**config.mk**
```make
export PLATFORM = sky130hd
export DESIGN_NAME = halt_pwr_ctrl
export DESIGN_NICKNAME = d
export VERILOG_FILES = /design/src/rtl/hpc_pkg.sv /design/src/rtl/hpc_prescaler.sv /design/src/rtl/hpc_stab_timer.sv /design/src/rtl/hpc_edge_det.sv /design/src/rtl/halt_pwr_ctrl.sv
export SDC_FILE = /design/constraint.sdc
export NUM_CORES = 1
export LEC_CHECK = 0
export BUFFER_PORTS_ARGS = -buffer_cell sky130_fd_sc_hd__buf_4
export CORE_MARGIN = 3
export CORE_UTILIZATION = 40
export DETAILED_ROUTE_END_ITERATION = 12
export PLACE_DENSITY = 0.7
export SLEW_MARGIN = 20
export SYNTH_ARGS = -nofsm -noshare
export SYNTH_HDL_FRONTEND = slang
export SYNTH_SLANG_ARGS = --single-unit
```
**constraint.sdc**
```tcl
create_clock -name clk_i -period 2.4 [get_ports clk_i]
set_input_delay 0.36 -clock clk_i [delete_from_list [all_inputs] [get_ports clk_i]]
set_output_delay 0.36 -clock clk_i [all_outputs]
set_load 0.01 [all_outputs]
```
**src/rtl/hpc_pkg.sv**
```systemverilog
`timescale 1ns/1ps
package hpc_pkg;
  typedef enum logic [1:0] {
    ST_RUN  = 2'd0,
    ST_IDLE = 2'd1,
    ST_HALT = 2'd2,
    ST_STAB = 2'd3
  } hpc_state_e;
endpackage

```
**src/rtl/hpc_prescaler.sv**
```systemverilog
`timescale 1ns/1ps
module hpc_prescaler #(
  parameter int unsigned DIV = 10
) (
  input  logic clk_i,
  input  logic rst_ni,
  input  logic clr_i,
  input  logic en_i,
  output logic tick_o
);
  localparam int unsigned PW = (DIV > 1) ? $clog2(DIV) : 1;
  localparam logic [PW-1:0] LAST = PW'(DIV - 1);

  logic [PW-1:0] cnt_q;

  assign tick_o = en_i && (cnt_q == LAST);

  always_ff @(posedge clk_i or negedge rst_ni) begin
    if (!rst_ni)      cnt_q <= '0;
    else if (clr_i)   cnt_q <= '0;
    else if (tick_o)  cnt_q <= '0;
    else if (en_i)    cnt_q <= cnt_q + 1'b1;
  end
endmodule

```
**src/rtl/hpc_stab_timer.sv**
```systemverilog
`timescale 1ns/1ps
module hpc_stab_timer #(
  parameter int unsigned DLY_CNT = 256
) (
  input  logic clk_i,
  input  logic rst_ni,
  input  logic load_i,
  input  logic tick_i,
  output logic done_o
);
  localparam int unsigned CW = $clog2(DLY_CNT + 1);
  localparam logic [CW-1:0] INIT = CW'(DLY_CNT);

  logic [CW-1:0] cnt_q;

  // expires on the tick that would take the count to zero
  assign done_o = tick_i && (cnt_q == CW'(1));

  always_ff @(posedge clk_i or negedge rst_ni) begin
    if (!rst_ni)                    cnt_q <= '0;
    else if (load_i)                cnt_q <= INIT;
    else if (tick_i && cnt_q != '0) cnt_q <= cnt_q - 1'b1;
  end
endmodule

```
**src/rtl/hpc_edge_det.sv**
```systemverilog
`timescale 1ns/1ps
module hpc_edge_det (
  input  logic clk_i,
  input  logic rst_ni,
  input  logic pin_i,
  output logic rise_o
);
  logic pin_q;

  assign rise_o = pin_i && !pin_q;

  // reset high so a pin already high after reset is not an edge
  always_ff @(posedge clk_i or negedge rst_ni) begin
    if (!rst_ni) pin_q <= 1'b1;
    else         pin_q <= pin_i;
  end
endmodule

```
**src/rtl/halt_pwr_ctrl.sv**
```systemverilog
`timescale 1ns/1ps
module halt_pwr_ctrl
  import hpc_pkg::*;
#(
  parameter int unsigned DIV     = 10,
  parameter int unsigned DLY_CNT = 256
) (
  input  logic clk_i,
  input  logic rst_ni,
  input  logic halt_dis_i,
  input  logic rc_mode_i,
  input  logic halt_wr_i,
  input  logic halt_wdata_i,
  input  logic cfg_wr_i,
  input  logic cfg_clkdly_i,
  input  logic idle_req_i,
  input  logic wake_req_i,
  input  logic wake_pin_i,
  input  logic osc_valid_i,
  input  logic clkmon_en_i,
  output logic core_clk_en_o,
  output logic t0_en_o,
  output logic osc_en_o,
  output logic wdog_en_o,
  output logic clkmon_en_o,
  output logic halt_flag_o
);
  hpc_state_e state_q, state_d;
  logic clkdly_q;
  logic pin_rise, wake_any, need_dly, halt_go;
  logic stab_load, pre_en, pre_tick, stab_done;

  hpc_edge_det u_edge (
    .clk_i  (clk_i),
    .rst_ni (rst_ni),
    .pin_i  (wake_pin_i),
    .rise_o (pin_rise)
  );

  hpc_prescaler #(.DIV(DIV)) u_pre (
    .clk_i  (clk_i),
    .rst_ni (rst_ni),
    .clr_i  (stab_load),
    .en_i   (pre_en),
    .tick_o (pre_tick)
  );

  hpc_stab_timer #(.DLY_CNT(DLY_CNT)) u_stab (
    .clk_i  (clk_i),
    .rst_ni (rst_ni),
    .load_i (stab_load),
    .tick_i (pre_tick),
    .done_o (stab_done)
  );

  assign wake_any = wake_req_i || pin_rise;
  // crystal always waits; RC waits only when selected
  assign need_dly = !rc_mode_i || clkdly_q;
  assign halt_go  = halt_wr_i && halt_wdata_i && !halt_dis_i;
  assign stab_load = (state_q == ST_HALT) && wake_any && need_dly;
  assign pre_en    = (state_q == ST_STAB) && osc_valid_i;

  always_comb begin
    state_d = state_q;
    unique case (state_q)
      ST_RUN: begin
        if (halt_go)         state_d = ST_HALT;
        else if (idle_req_i) state_d = ST_IDLE;
      end
      ST_IDLE: if (wake_any) state_d = ST_RUN;
      ST_HALT: if (wake_any) state_d = need_dly ? ST_STAB : ST_RUN;
      ST_STAB: if (stab_done) state_d = ST_RUN;
      default: state_d = ST_RUN;
    endcase
  end

  always_ff @(posedge clk_i or negedge rst_ni) begin
    if (!rst_ni) state_q <= ST_RUN;
    else         state_q <= state_d;
  end

  always_ff @(posedge clk_i or negedge rst_ni) begin
    if (!rst_ni)                             clkdly_q <= 1'b0;
    else if (cfg_wr_i && state_q == ST_RUN)  clkdly_q <= cfg_clkdly_i;
  end

  always_comb begin
    core_clk_en_o = (state_q == ST_RUN);
    t0_en_o       = (state_q == ST_RUN) || (state_q == ST_IDLE);
    wdog_en_o     = (state_q == ST_RUN) || (state_q == ST_IDLE);
    osc_en_o      = (state_q != ST_HALT);
    halt_flag_o   = (state_q == ST_HALT) || (state_q == ST_STAB);
    clkmon_en_o   = clkmon_en_i;
  end
endmodule

```
# --- Word-level counts from Yosys, hierarchy flattened ---
# Cells that the tools add are included.
totals:
  reg_bits: 17
  input_bits: 13
  wordCells: 51
op_classes:
  n_mux: 12
  reduce_logical: 22
  eq_ne: 10
  add_sub_neg: 2
ops:
  columns: ["cell", "n"]
  rows:
  - ["9-bit 2-to-1 mux", 2]
  - ["2-bit 2-to-1 mux", 6]
  - ["4-bit 2-to-1 mux", 3]
  - ["1-bit logical AND", 10]
  - ["9-bit by 1-bit == test with 1-bit output (second input constant)", 1]
  - ["9-bit nonzero test", 1]
  - ["9-bit by 1-bit subtractor with 9-bit output (second input constant)", 1]
  - ["2-bit inequality test (second input constant)", 4]
  - ["2-bit one-hot mux with 4 select lines", 1]
  - ["4-bit by 1-bit adder with 4-bit output (second input constant)", 1]
  - ["2-bit == test (second input constant)", 2]
  - ["4-bit == test (second input constant)", 1]
  - ["1-bit logical OR", 4]
  - ["4-bit AND reduction", 1]
  - ["1-bit logical NOT", 3]
  - ["3-bit by 2-bit inequality test with 1-bit output (second input constant)", 1]
  - ["3-bit nonzero test", 1]
  - ["2-bit by 1-bit == test with 1-bit output (second input constant)", 1]
  - ["2-bit logical NOT", 1]
  - ["2-bit nonzero test", 1]

# --- Depth between registers and ports, before layout ---
logic_depth:
  word_depth: 6
  ltp_mapped: 6

# --- Cells and area by module ---
# A second synthesis with hierarchy kept.
hier_totals:
  cells_unflattened: 122
  hier_area_um2: 1107.3
modules_own_cells:
  columns: ["module", "cells_per_inst", "area_per_inst_um2", "instances", "seq_area_each_um2"]
  rows:
  - ["hpc_stab_timer", 63, 570.5, 1, 225.2]
  - ["halt_pwr_ctrl", 31, 255.2, 1, 75.1]
  - ["hpc_prescaler", 26, 241.5, 1, 100.1]
  - ["hpc_edge_det", 2, 40.0, 1, 26.3]

# --- Worst setup path after synthesis ---
# OpenSTA, ideal clock, no wires.
synth_timing:
  kind: "register to register"
  from: "register u_stab.cnt_q[0]"
  to: "register u_stab.cnt_q[0]"
  n_path_buf: 0
  required_ps: 2321
  setup_ps: 79
  arrival_ps: 1621
  path_stages_with_launch: 7
  setup_slack_ps: 699
  synth_period_minus_slack_ps: 1701
  cell_sequence: "dfrtp_1 inv_1 ha_1 nor3b_2 nand2_1 o31ai_1 mux2i_1"
synth_via:
  elab_chain_cells: 3
  word_cells_on_any_way: 6
  classes_between: "add/sub: 1; mux: 2; reduce/logical: 3"
synth_lines:
  columns: ["item", "line", "text"]
  rows:
  - ["start: declaration", "hpc_stab_timer.sv:14", "logic [CW-1:0] cnt_q;"]
  - ["start signal: assignment", "hpc_stab_timer.sv:22", "else if (tick_i && cnt_q != '0) cnt_q <= cnt_q - 1'b1;"]
  - ["9-bit by 1-bit subtractor with 9-bit output / 9-bit nonzero test (equally long branches)", "hpc_stab_timer.sv:22", null]
  - ["9-bit 2-to-1 mux / 1-bit logical AND (equally long branches)", "hpc_stab_timer.sv:22", null]
  - ["9-bit 2-to-1 mux / 2-bit nonzero test (equally long branches)", null, null]
# Several ways; a longest one is shown, not always the timed one. The select of a mux whose other input is x is not followed.
# A chain may end at the register's enable or synchronous reset.

# --- Worst setup path after layout ---
layout_timing:
  from: "register u_stab.cnt_q[0]"
  to: "register u_stab.cnt_q[1]"
# Same word-level chain as after synthesis.

==> summary.md <==
| Metric | Value |
|---|---|
| Status | complete, no violations |
| Top cell type's share of synthesized area | a little under two fifths |
| Root Buffer | clkbuf_4 |
| Highest net fanout along the worst path | 7 |
| Worst Path Arrival | 2110 ps |
| Initial antenna violation count | 0 |
| Starting Density | 42.9% |
| Clock Latency Late Sink | approximately 300 ps |
| Final setup viols | 0 |
| Lkg Pwr | around 0.00055 uW |
| H-tree depth | 1 |
| Reg2Reg Capture Point | u_stab.cnt_q[1] |
| Fin. max-slew vios | 0 |
| Vias per cell | approximately 5.4 |
| Async set or reset register ratio after synthesis | between 90% and 100% |
| Post-synthesis register bit count | 17 |
| Top Ports | 19 |
| Largest net degree at the start of global routing | 18 |
| Final nets | about 150 |
| MaxCap Viol Count | 0 |
| Most frequent cells after synthesis | dfrtp_1 (16), nand2_1 (16), inv_1 (7) |
| Period minus WS final | about 1900 ps |
| Max VDD drop | between 500 and 600 uV |
| Critical path type | reg2reg |
| CTS buffer count | 3 |
| Worst-case clock buffer depth | 2 |
| All-Layer GR Usage | roughly 15% |
| Die width | around 58 um |
| Die area | between 0.003 and 0.004 mm^2 |
| Achievable Freq | 530 MHz |
| Crit share post-route | about 79% |
| PortBufs | 16 |
| Avg Synthesized Cell Area | between 9 and 10 um^2 |
| CTS tree | built |
| CP Launch Type | register |
| Clk slew on worst S/H paths | roughly 90 ps |
| Hold Path Class | in2reg |
| Yosys cell types | between 40 and 50 |
| Switching share of power | between 40 and 50% |
| Syn nets | around 130 |
| Area Growth Syn to Fin | 16.0% |
| Crit. Startpoint | u_stab.cnt_q[0] |
| Hpwl dp | 1640 um |
| Comb pwr share | 44.3% |
| First drt pass iteration count | 4 |
| Flop pwr share | 42.7% |
| FF-to-FF Start | u_stab.cnt_q[0] |
| Worst Path Required | 2630 ps |
| Mapped Area | between 0.001 and 0.0015 mm^2 |
| RSZ-0062 raised after global routing | no |
| Cells after Synth | about 110 |
| Seq/Total Area, Yosys | about two fifths |
| Number of flops mapped to enable cells by yosys | 0 |
| Post-synth top area cell | dfrtp_1 |
| Synth Flop Type | dfrtp_1 |
| Int Power | just under 700 uW |
| R2R depth | 6 |
| Total grt overflow | 0 |
| Fraction of layout instances using a drive strength above 1 | between 20% and 30% |
| Synth warnings | 0 |
| Pwr per Cell Area | approximately 950 mW/mm^2 |
| DRT iter0 DRCs | 3 |
| Sw Pwr | slightly below 500 uW |
| Gp weighted congestion | 0.782 |
| Area after DPL | about 0.0012 mm^2 |
| Core ar. | about 0.0025 mm^2 |
| Tightest Pin Transition | 478 ps |
| Wire length per cell | 13.2 um |
| Clock skew | about 3.7 ps |
| Die height | 58.0 um |
| Clock Power Share | 13.0% |
| Antenna Cells | 0 |
| Vias in the first global route | approximately 850 |
| Relative slew slack | about 68% |
| Critical Path End | u_stab.cnt_q[1] |
| Register-to-register setup slack | 510 ps |
| Vias | ~860 |
| Routed Wire Length | between 2000 and 2500 um |
| DRC violation count after routing | 0 |
| Detail Route Antenna Nets | 0 |
| Final instance area | between 0.001 and 0.0015 mm^2 |
| Hold Violations, Final | 0 |
| Synth top area cells | dfrtp_1 (37%), ha_1 (5.8%), nand2_1 (5.5%) |
| Setup crit end kind | register |
| Clock Sink Count | 17 |
| Rows | 18 |
| Global-route wire length before repair | between 3000 and 4000 um |
| TNS Setup | 0 ps |
-- layout by cell type (no fill, tap or decap), drive strengths merged --
cell and count:
o22ai 2, nand2b 3, nand2 16, nor4 2, xnor2 2, nor2 7, o31ai 2, mux2i 4
nor3b 2, and4 1, a211o 3, dfstp 1, or4b 1, dlygate4sd3 1, a2bb2oi 1, o21ai 4
a31o 2, nand3 5, a21boi 1, buf 17, o32ai 1, nor3 3, a21oi 4, and2 1
nand4 2, o211ai 1, nand3b 1, ha 5, clkbuf 4, dfrtp 16, or3 2, a2111oi 1
and3 1, a211oi 1, inv 7, mux2 1, nor2b 2
-- power by group through the flow --
stage | Combinational [uW] | Clock, uW | Sequential (uW)
detailed placement | 533 | 0 | 514
global placement | 522 | 0 | 506
finish | 528 | 155 | 508
CTS | 537 | 164 | 508
global route | 605 | 178 | 529
floorplan | 432 | 0 | 455
-- per-layer routing --
layer	share of wire [%]	track usage, %	wire [um]	up-vias
li1	-	-	-	436
met1	44	19.0	924	402
met2	50	24.5	1070	17
met3	4.5	4.90	95	3
met4	1.1	2.98	23	0
met5	0	0	0	-
-- cells by family after synthesis --
kind of cell / share of synthesized area [%]
and+or+nand+nor: 26.8
AOI/OAI and AO/OA: 16.5
DFF: 39.4
buffers and inverters: 5.09
muxes: 4.74
adders and majority gates: 5.78
xor gates and xnor gates: 1.62
-- worst min path at each step --
| stage | slack (ps) | from | depth (start not counted) | to |
|---|---|---|---|---|
| 2_1_floorplan | 60 | rst_ni | 0 | clkdly_q |
| 3_5_place_dp | 240 | rst_ni | 1 | clkdly_q |
| 4_1_cts | 160 | wake_pin_i | 1 | u_edge.pin_q |
| 5_1_grt | 140 | wake_pin_i | 1 | u_edge.pin_q |
| 3_3_place_gp | 240 | rst_ni | 1 | clkdly_q |
| 6_report | 170 | wake_pin_i | 1 | u_edge.pin_q |
-- state kept, by name (all words and copies together) (netlist names) --
name	count
u_stab.cnt_q	9
u_pre.cnt_q	4
state_q	2
clkdly_q	1
u_edge.pin_q	1
-- cell type report --
type / instances / area [um^2]
Inverter: 7 / 26.3
Sequential cell: 17 / 427
Timing Repair Buffer: 18 / 138
Clock buffer: 4 / 26.3
Fill cell: 255 / 1270
Multi-Input combinational cell: 84 / 601
Tap cell: 30 / 37.5
-- what timing repair did --
item / 4_1_cts / 5_1_grt
hold endpoints to repair: 16 / 0
resized for setup: 0 / 0
setup buffers: 0 / 0
hold buffers: 1 / 0
endpoints found under the setup margin: 0 / 0
-- per-stage QoR --
| stage | hold slack, ps | setup slack [ps] | cells | power [uW] | util [%] |
|---|---|---|---|---|---|
| 2_1_floorplan | 64.4 | 699 | 113 | 887 | - |
| 5_1_grt | 143 | 310 | 160 | 1310 | 49.8 |
| 3_5_place_dp | 240 | 519 | 155 | 1050 | 48.3 |
| 3_3_place_gp | 239 | 611 | 155 | 1030 | 48.3 |
| 4_1_cts | 157 | 494 | 160 | 1210 | 49.8 |
| 6_report | 172 | 513 | 160 | 1190 | 49.8 |
-- worst max-delay path, stage by stage (launching register included) --
cell     delay [ps]
dfrtp_1         450
inv_1           100
ha_1            160
nor3b_2         350
nand2_1         120
o31ai_1         380
mux2i_1         240
Note: power is estimated with default switching activity, not from simulation.
